[src/rtl/sbus_mode_pkg.sv]
package sbus_mode_pkg;

  typedef enum logic [1:0] {
    MODE_SLV_RX = 2'b00,
    MODE_SLV_TX = 2'b01,
    MODE_MST_RX = 2'b10,
    MODE_MST_TX = 2'b11
  } sbus_mode_e;

  localparam int unsigned CW_EN   = 7;
  localparam int unsigned CW_HOLD = 6;
  localparam int unsigned CW_MST  = 5;
  localparam int unsigned CW_TX   = 4;

  typedef struct packed {
    logic       en;
    logic       hold;
    logic       mst;
    logic       tx;
    logic [3:0] csel;
  } sbus_ctrl_t;

endpackage

[src/rtl/sbus_mode_fsm.sv]
module sbus_mode_fsm
  import sbus_mode_pkg::*;
(
  input  logic clk,
  input  logic rst,
  input  logic en,
  input  logic wr_en,
  input  logic wr_mst,
  input  logic wr_tx,
  input  logic fmt_sync,
  input  logic ev_start,
  input  logic ev_frame_end,
  input  logic ev_addr_match,
  input  logic ev_addr_rw,
  input  logic ev_arb_lost,
  input  logic ev_overrun,
  output logic mst_q,
  output logic tx_q,
  output logic arb_pulse_q,
  output logic enter_stx
);

  logic in_frame_q;
  logic pend_v_q;
  logic pend_tx_q;

  logic arb_hit, ovr_hit, rd_hit, hw_hit;
  logic mst_n, tx_n, pend_v_n, pend_tx_n, in_frame_n;
  logic frame_open;

  assign arb_hit = en & ev_arb_lost & mst_q & ~fmt_sync;
  assign ovr_hit = en & ev_overrun & mst_q & ~tx_q & fmt_sync;
  assign rd_hit  = en & ev_addr_match & ev_addr_rw & ~mst_q & ~tx_q;
  assign hw_hit  = arb_hit | ovr_hit | rd_hit;

  // A frame still counts as open in the cycle that closes it only if
  // no frame-end pulse arrives; a write at the boundary applies directly.
  assign frame_open = in_frame_q & ~ev_frame_end;

  always_comb begin
    mst_n     = mst_q;
    tx_n      = tx_q;
    pend_v_n  = pend_v_q;
    pend_tx_n = pend_tx_q;

    if (ev_frame_end && pend_v_q) begin
      tx_n     = pend_tx_q;
      pend_v_n = 1'b0;
    end

    if (wr_en) begin
      mst_n = wr_mst;
      if (frame_open) begin
        pend_v_n  = 1'b1;
        pend_tx_n = wr_tx;
      end else begin
        tx_n     = wr_tx;
        pend_v_n = 1'b0;
      end
    end

    // Hardware events take priority over any software request.
    if (arb_hit) begin
      mst_n = 1'b0;
      tx_n  = 1'b0;
    end
    if (ovr_hit) begin
      mst_n = 1'b0;
    end
    if (rd_hit) begin
      tx_n = 1'b1;
    end
    if (hw_hit) begin
      pend_v_n = 1'b0;
    end
    if (!en) begin
      pend_v_n = 1'b0;
    end
  end

  always_comb begin
    in_frame_n = in_frame_q;
    if (ev_frame_end) in_frame_n = 1'b0;
    if (ev_start)     in_frame_n = 1'b1;
    if (!en)          in_frame_n = 1'b0;
  end

  assign enter_stx = (~mst_n & tx_n) & ~(~mst_q & tx_q);

  always_ff @(posedge clk) begin
    if (rst) begin
      mst_q       <= 1'b0;
      tx_q        <= 1'b0;
      pend_v_q    <= 1'b0;
      pend_tx_q   <= 1'b0;
      in_frame_q  <= 1'b0;
      arb_pulse_q <= 1'b0;
    end else begin
      mst_q       <= mst_n;
      tx_q        <= tx_n;
      pend_v_q    <= pend_v_n;
      pend_tx_q   <= pend_tx_n;
      in_frame_q  <= in_frame_n;
      arb_pulse_q <= arb_hit;
    end
  end

endmodule

[src/rtl/sbus_setup_timer.sv]
module sbus_setup_timer #(
  parameter int unsigned SHORT_CYC = 10,
  parameter int unsigned LONG_CYC  = 20
) (
  input  logic clk,
  input  logic rst,
  input  logic start,
  input  logic long_sel,
  input  logic abort,
  output logic busy_q
);

  localparam int unsigned MAX_CYC = (LONG_CYC > SHORT_CYC) ? LONG_CYC : SHORT_CYC;
  localparam int unsigned CNT_W   = $clog2(MAX_CYC + 1);
  localparam logic [CNT_W-1:0] LD_SHORT = CNT_W'(SHORT_CYC);
  localparam logic [CNT_W-1:0] LD_LONG  = CNT_W'(LONG_CYC);

  logic [CNT_W-1:0] cnt_q;

  always_ff @(posedge clk) begin
    if (rst) begin
      cnt_q  <= '0;
      busy_q <= 1'b0;
    end else if (start) begin
      cnt_q  <= (long_sel ? LD_LONG : LD_SHORT) - CNT_W'(1);
      busy_q <= 1'b1;
    end else if (abort) begin
      cnt_q  <= '0;
      busy_q <= 1'b0;
    end else if (cnt_q != '0) begin
      cnt_q  <= cnt_q - CNT_W'(1);
    end else begin
      busy_q <= 1'b0;
    end
  end

endmodule

[src/rtl/sbus_rx_gate.sv]
module sbus_rx_gate (
  input  logic clk,
  input  logic rst,
  input  logic en,
  input  logic hold,
  input  logic tx,
  input  logic slave_rx,
  input  logic wr_en,
  input  logic wr_hold,
  input  logic ev_data_read,
  input  logic ev_addr_match,
  input  logic flag_clr,
  output logic rx_allow_q,
  output logic match_q
);

  logic block_q;

  always_ff @(posedge clk) begin
    if (rst) begin
      block_q <= 1'b0;
    end else if (!en) begin
      block_q <= 1'b0;
    end else if (ev_data_read && !tx) begin
      block_q <= hold;
    end else if (wr_en && !wr_hold) begin
      block_q <= 1'b0;
    end
  end

  always_ff @(posedge clk) begin
    if (rst) begin
      rx_allow_q <= 1'b0;
    end else if (!en) begin
      rx_allow_q <= 1'b0;
    end else if (ev_data_read && !tx) begin
      rx_allow_q <= ~hold;
    end else if (wr_en && !wr_hold) begin
      rx_allow_q <= 1'b1;
    end else begin
      rx_allow_q <= ~block_q;
    end
  end

  always_ff @(posedge clk) begin
    if (rst) begin
      match_q <= 1'b0;
    end else if (en && ev_addr_match && slave_rx) begin
      match_q <= 1'b1;
    end else if (flag_clr) begin
      match_q <= 1'b0;
    end
  end

endmodule

[src/rtl/sbus_mode_ctrl.sv]
module sbus_mode_ctrl
  import sbus_mode_pkg::*;
#(
  parameter int unsigned SETUP_SHORT = 10,
  parameter int unsigned SETUP_LONG  = 20,
  parameter int unsigned CSEL_W      = 4
) (
  input  logic              clk,
  input  logic              rst,
  input  logic              wr_en,
  input  logic [7:0]        wr_data,
  input  logic              flag_clr,
  input  logic              fmt_sync,
  input  logic              ev_start,
  input  logic              ev_frame_end,
  input  logic              ev_addr_match,
  input  logic              ev_addr_rw,
  input  logic              ev_arb_lost,
  input  logic              ev_overrun,
  input  logic              ev_data_read,
  output logic [7:0]        ctrl_o,
  output logic [1:0]        mode_o,
  output logic              pin_drive_o,
  output logic              rx_allow_o,
  output logic              setup_wait_o,
  output logic [CSEL_W-1:0] clk_sel_o,
  output logic              arb_lost_o,
  output logic              match_flag_o
);

  localparam int unsigned LONG_BIT = CSEL_W - 1;

  logic              en_q;
  logic              hold_q;
  logic [CSEL_W-1:0] csel_q;
  logic              mst_q, tx_q;
  logic              enter_stx;
  logic              leave_stx;

  always_ff @(posedge clk) begin
    if (rst) begin
      en_q   <= 1'b0;
      hold_q <= 1'b0;
      csel_q <= '0;
    end else if (wr_en) begin
      en_q   <= wr_data[CW_EN];
      hold_q <= wr_data[CW_HOLD];
      csel_q <= wr_data[CSEL_W-1:0];
    end
  end

  sbus_mode_fsm u_fsm (
    .clk           (clk),
    .rst           (rst),
    .en            (en_q),
    .wr_en         (wr_en),
    .wr_mst        (wr_data[CW_MST]),
    .wr_tx         (wr_data[CW_TX]),
    .fmt_sync      (fmt_sync),
    .ev_start      (ev_start),
    .ev_frame_end  (ev_frame_end),
    .ev_addr_match (ev_addr_match),
    .ev_addr_rw    (ev_addr_rw),
    .ev_arb_lost   (ev_arb_lost),
    .ev_overrun    (ev_overrun),
    .mst_q         (mst_q),
    .tx_q          (tx_q),
    .arb_pulse_q   (arb_lost_o),
    .enter_stx     (enter_stx)
  );

  assign leave_stx = ~(~mst_q & tx_q);

  sbus_setup_timer #(
    .SHORT_CYC (SETUP_SHORT),
    .LONG_CYC  (SETUP_LONG)
  ) u_setup (
    .clk      (clk),
    .rst      (rst),
    .start    (enter_stx),
    .long_sel (wr_en ? wr_data[LONG_BIT] : csel_q[LONG_BIT]),
    .abort    (leave_stx),
    .busy_q   (setup_wait_o)
  );

  sbus_rx_gate u_rx (
    .clk           (clk),
    .rst           (rst),
    .en            (en_q),
    .hold          (hold_q),
    .tx            (tx_q),
    .slave_rx      (~mst_q & ~tx_q),
    .wr_en         (wr_en),
    .wr_hold       (wr_data[CW_HOLD]),
    .ev_data_read  (ev_data_read),
    .ev_addr_match (ev_addr_match),
    .flag_clr      (flag_clr),
    .rx_allow_q    (rx_allow_o),
    .match_q       (match_flag_o)
  );

  generate
    if (CSEL_W >= 4) begin : g_ctrl_full
      assign ctrl_o = {en_q, hold_q, mst_q, tx_q, csel_q[3:0]};
    end else begin : g_ctrl_pad
      assign ctrl_o = {en_q, hold_q, mst_q, tx_q, {(4-CSEL_W){1'b0}}, csel_q};
    end
  endgenerate

  assign mode_o      = {mst_q, tx_q};
  assign pin_drive_o = en_q;
  assign clk_sel_o   = csel_q;

endmodule

[config.mk]
export PLATFORM = sky130hd
export DESIGN_NAME = sbus_mode_ctrl
export DESIGN_NICKNAME = d
export VERILOG_FILES = /design/src/rtl/sbus_mode_pkg.sv /design/src/rtl/sbus_mode_fsm.sv /design/src/rtl/sbus_setup_timer.sv /design/src/rtl/sbus_rx_gate.sv /design/src/rtl/sbus_mode_ctrl.sv
export SDC_FILE = /design/constraint.sdc
export NUM_CORES = 1
export LEC_CHECK = 0
export BUFFER_PORTS_ARGS = -buffer_cell sky130_fd_sc_hd__buf_2
export CAP_MARGIN = 20
export CORE_ASPECT_RATIO = 0.7
export CORE_MARGIN = 10
export CORE_UTILIZATION = 30
export CTS_BUF_LIST = sky130_fd_sc_hd__clkbuf_8
export DETAILED_ROUTE_END_ITERATION = 12
export GPL_TIMING_DRIVEN = 1
export HOLD_SLACK_MARGIN = 0.02
export PLACE_DENSITY = 0.6
export SLEW_MARGIN = 40
export SYNTH_ARGS = -nofsm -noshare
export SYNTH_HDL_FRONTEND = slang
export SYNTH_SLANG_ARGS = --single-unit
[constraint.sdc]
create_clock -name clk -period 2 [get_ports clk]
set_input_delay 0.1 -clock clk [delete_from_list [all_inputs] [get_ports clk]]
set_output_delay 0.1 -clock clk [all_outputs]
set_load 0.01 [all_outputs]
[Yosys cells after proc, flatten, opt, wreduce, memory -nomap -nowiden]
Index checks and enable logic that the tools add are counted.
Cells by class
  add/subtract/negate cells: 2
  multiply operators: 0
  div/mod/pow operators: 0
  $lt $le $gt $ge: 0
  equal/unequal tests: 2
  shifts and indexed selects: 0
  muxes and demuxes: 27
  bitwise gates (word level): 27
  reductions and logical operators: 15
Operators by type and width (count)
  $mux 1: 23
  $mux 5: 4
  $and 1x1->1: 16
  $sub 5x1->5 const B: 2
  $not 1->1: 9
  $reduce_bool 2->1: 4
  $logic_and 1x1->1: 5
  $reduce_bool 5->1: 1
  $ne 3x2->1 const B: 1
  $ne 3x3->1 const B: 1
  $reduce_or 3->1: 1
  $logic_not 1->1: 2
  $or 1x1->1: 2
  $reduce_and 2->1: 1
  $reduce_or 2->1: 1
Storage, ports and cells
  bits in registers: 21
  bits in latches: 0
  RAM bits: 0
  bits in read-only memories: 0
  input port bits: 20
  output and inout bits: 19
  logic and storage cells: 87
  memories: 0

[Longest topological paths before layout]
Gate-level depths: netlist of the first run.
  depth after elaboration: 9
  gate-level depth with buffers: 6
  mapped depth without buffers: 6

[Modules after synthesis]
Synthesis of the first run repeated with hierarchy kept, for this count alone.
Unflattened totals
  cell total of the unflattened synthesis: 113
  area total of the unflattened synthesis: 1038.5 µm²
Modules (own cells, without submodules)
  sbus_mode_ctrl: times used 1, cells each 31, area each 314.1 µm², seq. area each 120.1 µm²
  sbus_mode_fsm: times used 1, cells each 36, area each 305.3 µm², seq. area each 120.1 µm²
  sbus_setup_timer: times used 1, cells each 33, area each 292.8 µm², seq. area each 120.1 µm²
  sbus_rx_gate: times used 1, cells each 13, area each 126.4 µm², seq. area each 60.1 µm²

[Worst setup path after synthesis of the first run]
No wires, ideal clock.
  kind: reg2reg
  from: register u_setup.cnt_q[0]
  to: register u_setup.cnt_q[3]
  library setup time: 0.101 ns
  data arrival time: 1.284 ns
  required time: 1.899 ns
  slack: 0.615 ns
  cell stages (with the launch flop): 7
  path buffers: 0
  clock period less this slack: 1.385 ns
  cell sequence: dfxtp_1 -> inv_1 -> ha_1 -> nor4b_4 -> a21o_2 -> or3_1 -> o41ai_1
Between the ends
  word-level cells in the longest chain between the ends: 4
  elaborated cells on any way between the ends: 6
  classes of those cells: add/sub (1); eq/ne (1); mux (3); reduce/logical (1)
Ends and longest elaborated chain
  start, declared: line sbus_setup_timer.sv:18  | logic [CNT_W-1:0] cnt_q;
  start signal, assigned: line sbus_setup_timer.sv:25  | cnt_q <= (long_sel ? LD_LONG : LD_SHORT) - CNT_W'(1);
  start signal, assigned: line sbus_setup_timer.sv:31  | cnt_q <= cnt_q - CNT_W'(1);
  $sub 5x1->5: line sbus_setup_timer.sv:31
  $mux 5: line sbus_setup_timer.sv:30  | end else if (cnt_q != '0) begin
  $mux 5: line sbus_setup_timer.sv:27  | end else if (abort) begin
  $mux 5: line sbus_setup_timer.sv:24  | end else if (start) begin
Parallel ways exist; a longest one is shown, timed or not. The select of a mux whose other input is x is not followed.
A chain may end at the register's enable or synchronous reset.

[Final worst setup path of the first run]
  from: register u_fsm.tx_q
  to: register u_setup.cnt_q[3]
Between the ends
  word-level cells in the longest chain between the ends: 8
  elaborated cells on any way between the ends: 18
  classes of those cells: eq/ne (1); mux (8); bitwise (9)
Ends and longest elaborated chain
  start, declared: line sbus_mode_fsm.sv:18  | output logic tx_q,
  start signal, assigned: line sbus_mode_fsm.sv:100  | tx_q <= tx_n;
  $mux 1 / $not 1->1 (equally long branches): line sbus_mode_fsm.sv:46, sbus_mode_fsm.sv:32, sbus_mode_fsm.sv:33
  $mux 1 / $and 1x1->1 (equally long branches): line sbus_mode_fsm.sv:53, sbus_mode_fsm.sv:32
  $mux 1 / $and 1x1->1 (equally long branches): line sbus_mode_fsm.sv:51, sbus_mode_fsm.sv:32
  $mux 1 (on tied branches): line sbus_mode_fsm.sv:63, sbus_mode_fsm.sv:67
  $mux 1 / $not 1->1 (equally long branches): line sbus_mode_fsm.sv:70, sbus_mode_fsm.sv:88
  $and 1x1->1 (2 in series): line sbus_mode_fsm.sv:88  | assign enter_stx = (~mst_n & tx_n) & ~(~mst_q & tx_q);
  $ne 3x2->1 (no line) / $mux 5 (equally long branches)
Parallel ways exist; a longest one is shown, timed or not.

==> run_results.csv, run 1 <==
group,metric,value,unit
place,placed_cell_area,0.00121,mm²
floorplan,die_h,69.4,µm
route,dr.pass1.iters,4,
sta,fmax,634,MHz
setup_path,path_max_fanout,9,
route,remaining_drc_errors,0,
setup_path,ff2ff_path_depth,4,
global_routing,grt_max_degree,20,
logic_synthesis,syn_avg_cell_area,9.11,µm²
floorplan,rows,17,
clocking,path_clk_slew,0.08,ns
logic_synthesis,synth_fp_nets,136,
final_layout,top_register,"u_setup.cnt_q",
setup_path,cp.required,2.15,ns
global_routing,first_global_vias,949,
pwr,p_switching,0.267,mW
final_layout,fin_util,38.4,%
logic_synthesis,synth-seq-area-share,40.1,%
final_layout,syn_to_final_growth,19.5,%
run_status,status,"finished clean",
global_routing,grt_use_total,9.23,%
global_routing,antenna_found_initial,0,
route,via_count,892,
clocking,htreeDepth,1,
pwr,pwr-share-seq,49.2,%
place,place_hpwl,2.18,mm
worst_hold_path,min_from,"ev_start",
floorplan,pin_count,39,
logic_synthesis,synth-seq-cells,21,
final_layout,antenna-diode-count,0,
setup_path,critPathKind,"flop to flop",
logic_synthesis,synth_cells,115,
setup_path,arrival,1.73,ns
route,drt_iter0_markers,64,
route,met3RoutedLength,195,µm
worst_hold_path,hp-class,"input port to flop",
floorplan,die-width,90.6,µm
clocking,cts_setup_buffers,0,
sta,fin_crit,1.58,ns
pwr,power_density,748,mW/mm²
global_routing,overflow,0,
pwr,power,0.936,mW
logic_synthesis,netlist_area,0.00105,mm²
route,final_antenna_net_count,0,
clocking,cts_hold_buf,0,
global_routing,grt_pass1_wl,4.78,mm
route,routed_wl,2.81,mm
route,route.met2.wl,1.13,mm
logic_synthesis,synth_edf_count,0,
route,top_layer,"met4",
sta,setup_tns,0,ns
sta,finalHoldViolCount,0,
logic_synthesis,yosysUniqueCellTypes,37,
pwr,power.share.combinational,20.9,%
clocking,clk_latency,0.26,ns
final_layout,drive_above_1_share,34.0,%
floorplan,start_util,32.2,%
pwr,switching_share,28.6,%
floorplan,die_area,0.00629,mm²
setup_path,worst_setup_path_start_kind,"flop",
sta,worst_pin_slew,0.416,ns
sta,fin_crit_sh,78.8,%
pwr,leakage,0.591,nW
final_layout,n_fill_cell,352,
route,wl_per_cell,14.7,µm
setup_path,worstSetupStartpoint,"u_fsm.tx_q",
sta,drv_slew,0,
pwr,power_frac_clock,30.0,%
final_layout,finalNetCount,166,
clocking,cts-root-buf,"clkbuf_8",
sta,relSlewSlack,72.2,%
clocking,cts.sinks,21,
route,viasPerCell,4.67,
sta,rsz0062_at_grt,"false",
final_layout,largest_register_ffs,5,
clocking,numCtsBuffers,3,
logic_synthesis,synth_ff_type,"dfxtp_1",
pwr,vdd_drop_max,0.231,mV
clocking,cts_buffer_depth,2,
sta,skew,0.00246,ns
setup_path,reg2reg_from,"u_fsm.tx_q",
clocking,cts_resized,0,
place,finalWeightedCongestion,0.758,
place,io_buffer_count,38,
setup_path,endpoint_kind,"flop",
route,drt-met1-wl,1.45,mm
run,drv_cap,0,
logic_synthesis,ys_async_sr_fraction,0,%
logic_synthesis,yosysWarnings,0,
clocking,cts_tree,"yes",
sta,setup_viol,0,
pwr,p_int,0.669,mW
worst_hold_path,hold_path_depth,3,
floorplan,core,0.00325,mm²
final_layout,final_area,0.00125,mm²
==> power groups by stage <==
stage	logic [mW]	registers (mW)	clock network, mW
floorplan	0.141	0.471	0
global placement	0.188	0.469	0
detailed placement	0.195	0.470	0
CTS	0.197	0.461	0.283
global route	0.217	0.465	0.309
finish	0.195	0.460	0.281
==> cells in the mapped netlist, types with 2 or more instances <==
cell type,number,area (µm²)
mux2i_1,7,70.1
or3_1,2,12.5
nand3b_1,3,22.5
nor2b_1,2,12.5
nor3_1,6,30.0
nand2_1,4,15.0
nand2b_1,5,31.3
nor2_1,15,56.3
inv_1,5,18.8
clkbuf_1,2,7.51
a21oi_1,5,25.0
xnor2_1,2,17.5
dfxtp_1,21,420
o31ai_1,2,15.0
and2_1,2,12.5
buf_4,11,82.6
==> worst paths after layout <==
check	end	slack [ns]
min reg2reg	u_rx.block_q	0.50
max	u_setup.cnt_q[3]	0.42
max reg2reg	u_setup.cnt_q[3]	0.42
min	u_fsm.in_frame_q	0.06
==> area by class of cell <==
class                           instances  area [µm²]  share of cell area, %
Tap cell                               47        58.8                   4.70
Clock inverter                          1        3.75                  0.300
Timing Repair Buffer                   38         190                   15.2
Sequential cell                        21         420                   33.6
Inverter                                6        22.5                   1.80
Multi-Input combinational cell         75         514                   41.1
Clock buffer                            3        41.3                   3.30
==> cell usage in the layout (no fill, tap or decap), types with 2 or more instances in the layout <==
cell / instances
o31ai_1: 2
a21oi_1: 5
nor2b_1: 2
nor3_1: 6
buf_2: 38
nor2_1: 15
xnor2_1: 2
or3_1: 2
clkbuf_8: 3
inv_1: 6
dfxtp_1: 21
nand2_1: 4
nand3b_1: 3
mux2i_1: 7
and2_1: 2
nand2b_1: 5
==> metal layers <==
layer  global-route usage [%]  up-vias
met5                        0        -
met4                     3.14        0
met3                     3.13        2
met2                     12.8       47
met1                     12.8      392
li1                         -      451
==> through the flow <==
stage / setup WS (ns) / hold WS [ns] / cells
2_1_floorplan: 0.615 / 0.221 / 115
3_3_place_gp: 0.494 / 0.314 / 187
3_5_place_dp: 0.449 / 0.326 / 187
4_1_cts: 0.438 / 0.0559 / 191
5_1_grt: 0.240 / 0.0686 / 191
6_report: 0.423 / 0.0598 / 191
==> cell families (layout without fill, tap and decap cells) <==
logic type      count (synthesis)  in the layout  share of synthesized area [%]
compound gates                 18             18                           13.4
xor+xnor                        2              2                           1.67
fa+ha+maj                       1              1                           1.19
buf+inv                        19             48                           10.8
flops                          21             21                           40.1
mux                             8              8                           7.77
simple gates                   46             46                           25.1
==> worst max-delay path: stages (launching register included) <==
cell and delay (ns):
dfxtp_1 0.39, and4bb_1 0.36, and2_1 0.22, a31oi_2 0.09, o41ai_1 0.41
Note: power is estimated with default switching activity, not from simulation.
==> run 2: changes to the inputs <==
- PLACE_DENSITY: 0.6 -> 0.62
- clock period: 2 -> 1.43 ns (I/O delays scaled with it)
==> run 2 against run 1 <==
  * Die area is the same
  * Combinational power grew 79%
  * Wire length grew 2.1%
  * Power grew 47%
  * First-iteration DRC count shrank 33%
  * Sequential cell count is the same
  * Sequential share of layout area shrank 3.6 points
  * Setup slack lost 0.42 ns
==> run_results.csv, run 2 (synthesized netlist as in run 1, its figures left out) <==
group,metric,value,unit
run_status,status,"finished clean",
sta,relSlewSlack,73.2,%
route,top_layer,"met4",
clocking,path_clk_slew,0.08,ns
worst_hold_path,hold_path_depth,3,
global_routing,antenna_found_initial,0,
worst_hold_path,hp-class,"input port to flop",
floorplan,die-width,90.6,µm
setup_path,cp.required,1.60,ns
floorplan,die_area,0.00629,mm²
sta,skew,0.00115,ns
floorplan,rows,17,
floorplan,start_util,32.2,%
final_layout,fin_cells,201,
pwr,power_density,970,mW/mm²
final_layout,top_register,"u_setup.cnt_q",
place,io_buffer_count,38,
pwr,vdd_drop_max,0.451,mV
final_layout,final_cell_mix,"38 x buf_2, 18 x dfxtp_1, 15 x nor2_1",
route,wl_per_cell,14.3,µm
setup_path,endpoint_kind,"flop",
global_routing,grt_max_degree,13,
floorplan,core,0.00325,mm²
setup_path,path_max_fanout,4,
route,remaining_drc_errors,0,
sta,rsz0062_at_grt,"true",
route,via_count,924,
clocking,htreeDepth,1,
floorplan,die_h,69.4,µm
global_routing,first_global_vias,937,
final_layout,register_area,427,µm²
global_routing,grt_use_total,8.66,%
final_layout,syn_to_final_growth,35.8,%
global_routing,overflow,0,
sta,worst_pin_slew,0.400,ns
floorplan,pin_count,39,
final_layout,final_area,0.00142,mm²
final_layout,n_fill_cell,310,
sta,drv_slew,0,
route,routed_wl,2.87,mm
route,viasPerCell,4.60,
setup_path,critPathKind,"flop to flop",
final_layout,final_common_cell,"buf_2",
setup_path,ff2ff_path_depth,6,
final_layout,largest_register_ffs,5,
place,place_hpwl,2.17,mm
route,route.met2.wl,1.40,mm
run,drv_cap,0,
clocking,cts.sinks,21,
place,placed_cell_area,0.00125,mm²
clocking,clk_latency,0.26,ns
route,drt_iter0_markers,43,
setup_path,arrival,1.59,ns
final_layout,finalNetCount,176,
place,dp_cells,193,
sta,fmax,703,MHz
sta,fin_crit,1.42,ns
route,final_antenna_net_count,0,
pwr,power,1.38,mW
place,finalWeightedCongestion,0.730,
sta,setup_viol,0,
setup_path,worst_setup_path_start_kind,"flop",
sta,finalHoldViolCount,0,
pwr,leakage,0.658,nW
sta,fin_crit_sh,99.5,%
final_layout,drive_above_1_share,47.4,%
clocking,numCtsBuffers,3,
clocking,cts-root-buf,"clkbuf_8",
route,met3RoutedLength,151,µm
clocking,cts_tree,"yes",
final_layout,antenna-diode-count,0,
clocking,cts_buffer_depth,2,
global_routing,grt_pass1_wl,4.64,mm
route,dr.pass1.iters,4,
route,drt-met1-wl,1.27,mm
final_layout,multi_input_area,597,µm²
## run 2: power by group
part / switching, mW / leakage (nW) / internal [mW]
logic: 0.174 / 0.460 / 0.177
clock network: 0.193 / 0.0255 / 0.194
registers: 0.0257 / 0.173 / 0.616
## run 2: critical path, cell delays in order (launching register included)
cell	delay, ns
dfxtp_2	0.34
inv_2	0.05
ha_4	0.15
nor4b_4	0.14
a21o_2	0.22
buf_6	0.12
o41ai_4	0.32
## run 2: area by class of cell
class	count	area share [%]
Sequential cell	21	30.0
Timing Repair Buffer	48	19.1
Multi-Input combinational cell	75	42.0
Clock buffer	3	2.90
Clock inverter	1	0.352
Tap cell	47	4.13
Inverter	6	1.58
## run 2: timing repair
item	in CTS	in global routing
pin swaps	2	5
setup buffers	2	1
hold buffers	1	0
hold endpoints to repair	1	0
resized for setup	7	14
endpoints found under the setup margin	3	6
## run 2: worst paths after layout
check / startpoint / slack (ns) / to
worst max-delay path: u_setup.cnt_q[1] / 0.007 / u_setup.cnt_q[3]
worst min-delay path: wr_data[2] / 0.05 / clk_sel_o[2]
worst max register to register: u_setup.cnt_q[1] / 0.007 / u_setup.cnt_q[3]
worst min register to register: u_rx.match_q / 0.50 / u_rx.match_q
## run 2: per-layer routing
layer / up-vias / global-route usage (%)
li1: 472 / -
met1: 419 / 10.3
met2: 27 / 14.6
met3: 6 / 2.26
met4: 0 / 3.14
met5: - / 0
## run 2: per-stage QoR
| step | setup slack [ns] | setup TNS [ns] | utilization, % | hold slack (ns) |
|---|---|---|---|---|
| 6_report | 0.00746 | 0 | 43.7 | 0.0537 |
| 5_1_grt | -0.0553 | -0.130 | 43.7 | 0.0680 |
| 4_1_cts | -0.0147 | -0.0147 | 41.8 | 0.0482 |
| 3_5_place_dp | -0.0299 | -0.0794 | 38.4 | 0.284 |
| 3_3_place_gp | 0.0268 | 0 | 38.4 | 0.286 |
| 2_1_floorplan | 0.0446 | 0 | - | 0.192 |
==> run 3: changes to the inputs <==
- CORE_UTILIZATION: 30 -> 35
- PLACE_DENSITY: 0.62 -> 0.69
- SYNTH_HIERARCHICAL: default -> 1
==> run 3 against run 2 <==
  * The run now ends with negative setup slack left
  * Clock skew grew 0.00097 ns
  * Sequential cell count is the same
  * Register-to-register slack got worse by 0.31 ns
  * Critical path depth grew 2
  * Final cell count rose by 2.5%
  * Sequential share of layout area decreased by 2.7 points
  * Largest cell class unchanged
  * Non-clock buffer count up 17
  * Clock power grew 4%
  * Die area shrank 11%
  * Combinational power up 30%
  * Critical path type unchanged
==> run_results.csv, run 3 <==
group,metric,value,unit
run_status,status,"complete, but fails checks",
run_status,failed_checks,"negative setup slack",
setup_path,path_cells,"nor2b_4 -> o21ai_0 -> buf_4 -> a31oi_4 -> nor2_4 -> buf_6 -> or3b_4 -> o31ai_1",
worst_hold_path,hp-class,"input port to flop",
sta,finalHoldViolCount,0,
route,routed_wl,3.14,mm
sta,rsz0062_at_grt,"true",
final_layout,antenna-diode-count,0,
pwr,leakage,0.751,nW
sta,worst_pin_slew,0.328,ns
sta,fin_crit,1.74,ns
logic_synthesis,yosysMostFrequentCell,"dfxtp_1",
setup_path,slowest_stage,"or3b_4",
sta,fin_crit_sh,121,%
route,remaining_drc_errors,0,
logic_synthesis,synth_fp_nets,134,
logic_synthesis,ys_async_sr_fraction,0,%
run,drv_cap,0,
place,placed_cell_area,0.00141,mm²
floorplan,rows,16,
place,place_hpwl,2.25,mm
floorplan,die_h,65.6,µm
setup_path,endpoint_kind,"flop",
logic_synthesis,synth_ff_type,"dfxtp_1",
logic_synthesis,yosysUniqueCellTypes,36,
setup_path,cp.required,1.62,ns
clocking,htreeDepth,1,
place,place_ws,-0.303,ns
logic_synthesis,synth_edf_count,0,
final_layout,fin_cells,206,
route,dr.pass1.iters,4,
setup_path,arrival,1.92,ns
global_routing,grt_use_total,10.1,%
floorplan,core,0.00282,mm²
route,wl_per_cell,15.2,µm
logic_synthesis,synthTopCellsByArea,"dfxtp_1 40%, buf_4 7.2%, mux2i_1 6.7%, nor2_1 5.8%, nand2b_1 3.6%",
route,drt_iter0_markers,35,
sta,setup_viol,6,
final_layout,syn_to_final_growth,51.2,%
route,final_antenna_net_count,0,
logic_synthesis,synth.largest_area_cell,"dfxtp_1",
final_layout,final_area,0.00157,mm²
sta,layout_setup_ws,-0.306,ns
global_routing,overflow,0,
logic_synthesis,netlist_area,0.00104,mm²
global_routing,grt_max_degree,14,
final_layout,multi_input_area,618,µm²
floorplan,pin_count,39,
floorplan,die_area,0.00558,mm²
sta,relSlewSlack,78.1,%
floorplan,die-width,85.1,µm
global_routing,grt_pass1_wl,4.73,mm
logic_synthesis,syn_avg_cell_area,9.19,µm²
global_routing,antenna_found_initial,0,
clocking,cts-root-buf,"clkbuf_8",
sta,drv_slew,0,
setup_path,critPathKind,"flop to flop",
route,viasPerCell,4.88,
route,via_count,1005,
final_layout,top_register,"u_setup/cnt_q",
final_layout,finalNetCount,192,
place,io_buffer_count,38,
clocking,cts_tree,"yes",
clocking,cts_buffer_depth,2,
final_layout,n_fill_cell,251,
place,finalWeightedCongestion,0.884,
clocking,numCtsBuffers,3,
clocking,path_clk_slew,0.08,ns
setup_path,path_delay_family,"simple AND/OR/NAND/NOR gates",
pwr,vdd_drop_max,0.568,mV
sta,skew,0.00211,ns
logic_synthesis,synth_common_cells,"21 x dfxtp_1, 16 x nor2_1, 10 x buf_4, 7 x inv_1, 7 x mux2i_1",
pwr,power_density,955,mW/mm²
final_layout,drive_above_1_share,56.5,%
clocking,clk_latency,0.26,ns
logic_synthesis,synth_cells,113,
final_layout,final_cell_mix,"38 x buf_2, 23 x buf_4, 15 x dfxtp_1",
logic_synthesis,synth-seq-cells,21,
setup_path,worst_setup_path_start_kind,"flop",
setup_path,path_max_fanout,5,
final_layout,register_area,428,µm²
final_layout,largest_register_ffs,5,
final_layout,final_common_cell,"buf_2",
floorplan,start_util,36.8,%
place,dp_cells,198,
setup_path,cp_num_buf_inv,2,
sta,fmax,576,MHz
global_routing,first_global_vias,1010,
logic_synthesis,synth-seq-area-share,40.5,%
clocking,cts.sinks,21,
logic_synthesis,synth_top_area_share,40.5,%
setup_path,slowest_delay,0.37,ns
logic_synthesis,yosysWarnings,6,
## run 3: cell count changes after synthesis, moves of 2 or more
cell	delta
clkbuf_1	-2
inv_1	+2
and2_1	-2
or3_1	-2
and3b_1	+2
nand3b_1	-2
a31oi_1	+2
## run 3: cell families after synthesis
group,after synthesis,share of synthesized area (%)
AOI/OAI and AO/OA,16,11.3
xor gates and xnor gates,3,2.53
adders and majority gates,1,1.20
buffers and inverters,19,11.3
DFF,21,40.5
muxes,8,8.19
and+or+nand+nor,45,24.9
## run 3: worst paths after layout
kind	to	depth (start not counted)	startpoint	slack (ns)
hold / removal	clk_sel_o[1]	3	wr_data[1]	0.04
setup / recovery	u_setup/cnt_q[3]	8	u_fsm/in_frame_q	-0.31
setup reg to reg	u_setup/cnt_q[3]	8	u_fsm/in_frame_q	-0.31
hold reg to reg	u_rx/block_q	2	u_rx/block_q	0.47
## run 3: worst register-to-register path, delay by kind of cell (launching register included)
family                 cells  cell delay, ns
DFF                        1            0.32
AOI/OAI and AO/OA          3            0.36
buffers and inverters      2            0.32
and+or+nand+nor            3            0.66
## run 3: cell type report
type	count	area share [%]
sequential	21	27.3
clock buffer	3	2.63
timing repair buffer	65	25.9
tap	36	2.87
multi-input combinational	73	39.4
inverter	7	1.67
clock inverter	1	0.319
## run 3: routing by layer
| metal | part of all wire [%] | global-route usage, % | vias to the layer above |
|---|---|---|---|
| li1 | - | - | 498 |
| met4 | 1.8 | 3.07 | 0 |
| met2 | 46 | 16.8 | 48 |
| met5 | 0 | 0 | - |
| met3 | 11 | 4.31 | 10 |
| met1 | 42 | 11.5 | 449 |
## run 3: per-stage QoR
step | hold WS [ns] | TNS [ns] | util (%) | power, mW
2_1_floorplan | 0.136 | -0.355 | - | 0.859
3_3_place_gp | 0.293 | -1.12 | 49.9 | 1.00
3_5_place_dp | 0.297 | -1.38 | 49.9 | 1.01
4_1_cts | 0.0421 | -1.47 | 52.7 | 1.44
5_1_grt | 0.0552 | -1.71 | 55.6 | 1.57
6_report | 0.0411 | -1.30 | 55.6 | 1.50
## run 3: what timing repair did
action                     in CTS  in global routing
gates resized for setup         8                 12
pin swaps                       6                  6
buffers inserted                0                  3
hold endpoints to repair        1                  0
setup endpoints to repair       6                  6
hold buffers                    1                  0
## run 3: power by group
part	switching [mW]	leakage [nW]	total (mW)	internal, mW
combinational	0.209	0.551	0.454	0.245
sequential	0.0266	0.174	0.644	0.617
clock	0.208	0.0255	0.402	0.195
total	0.443	0.751	1.50	1.06
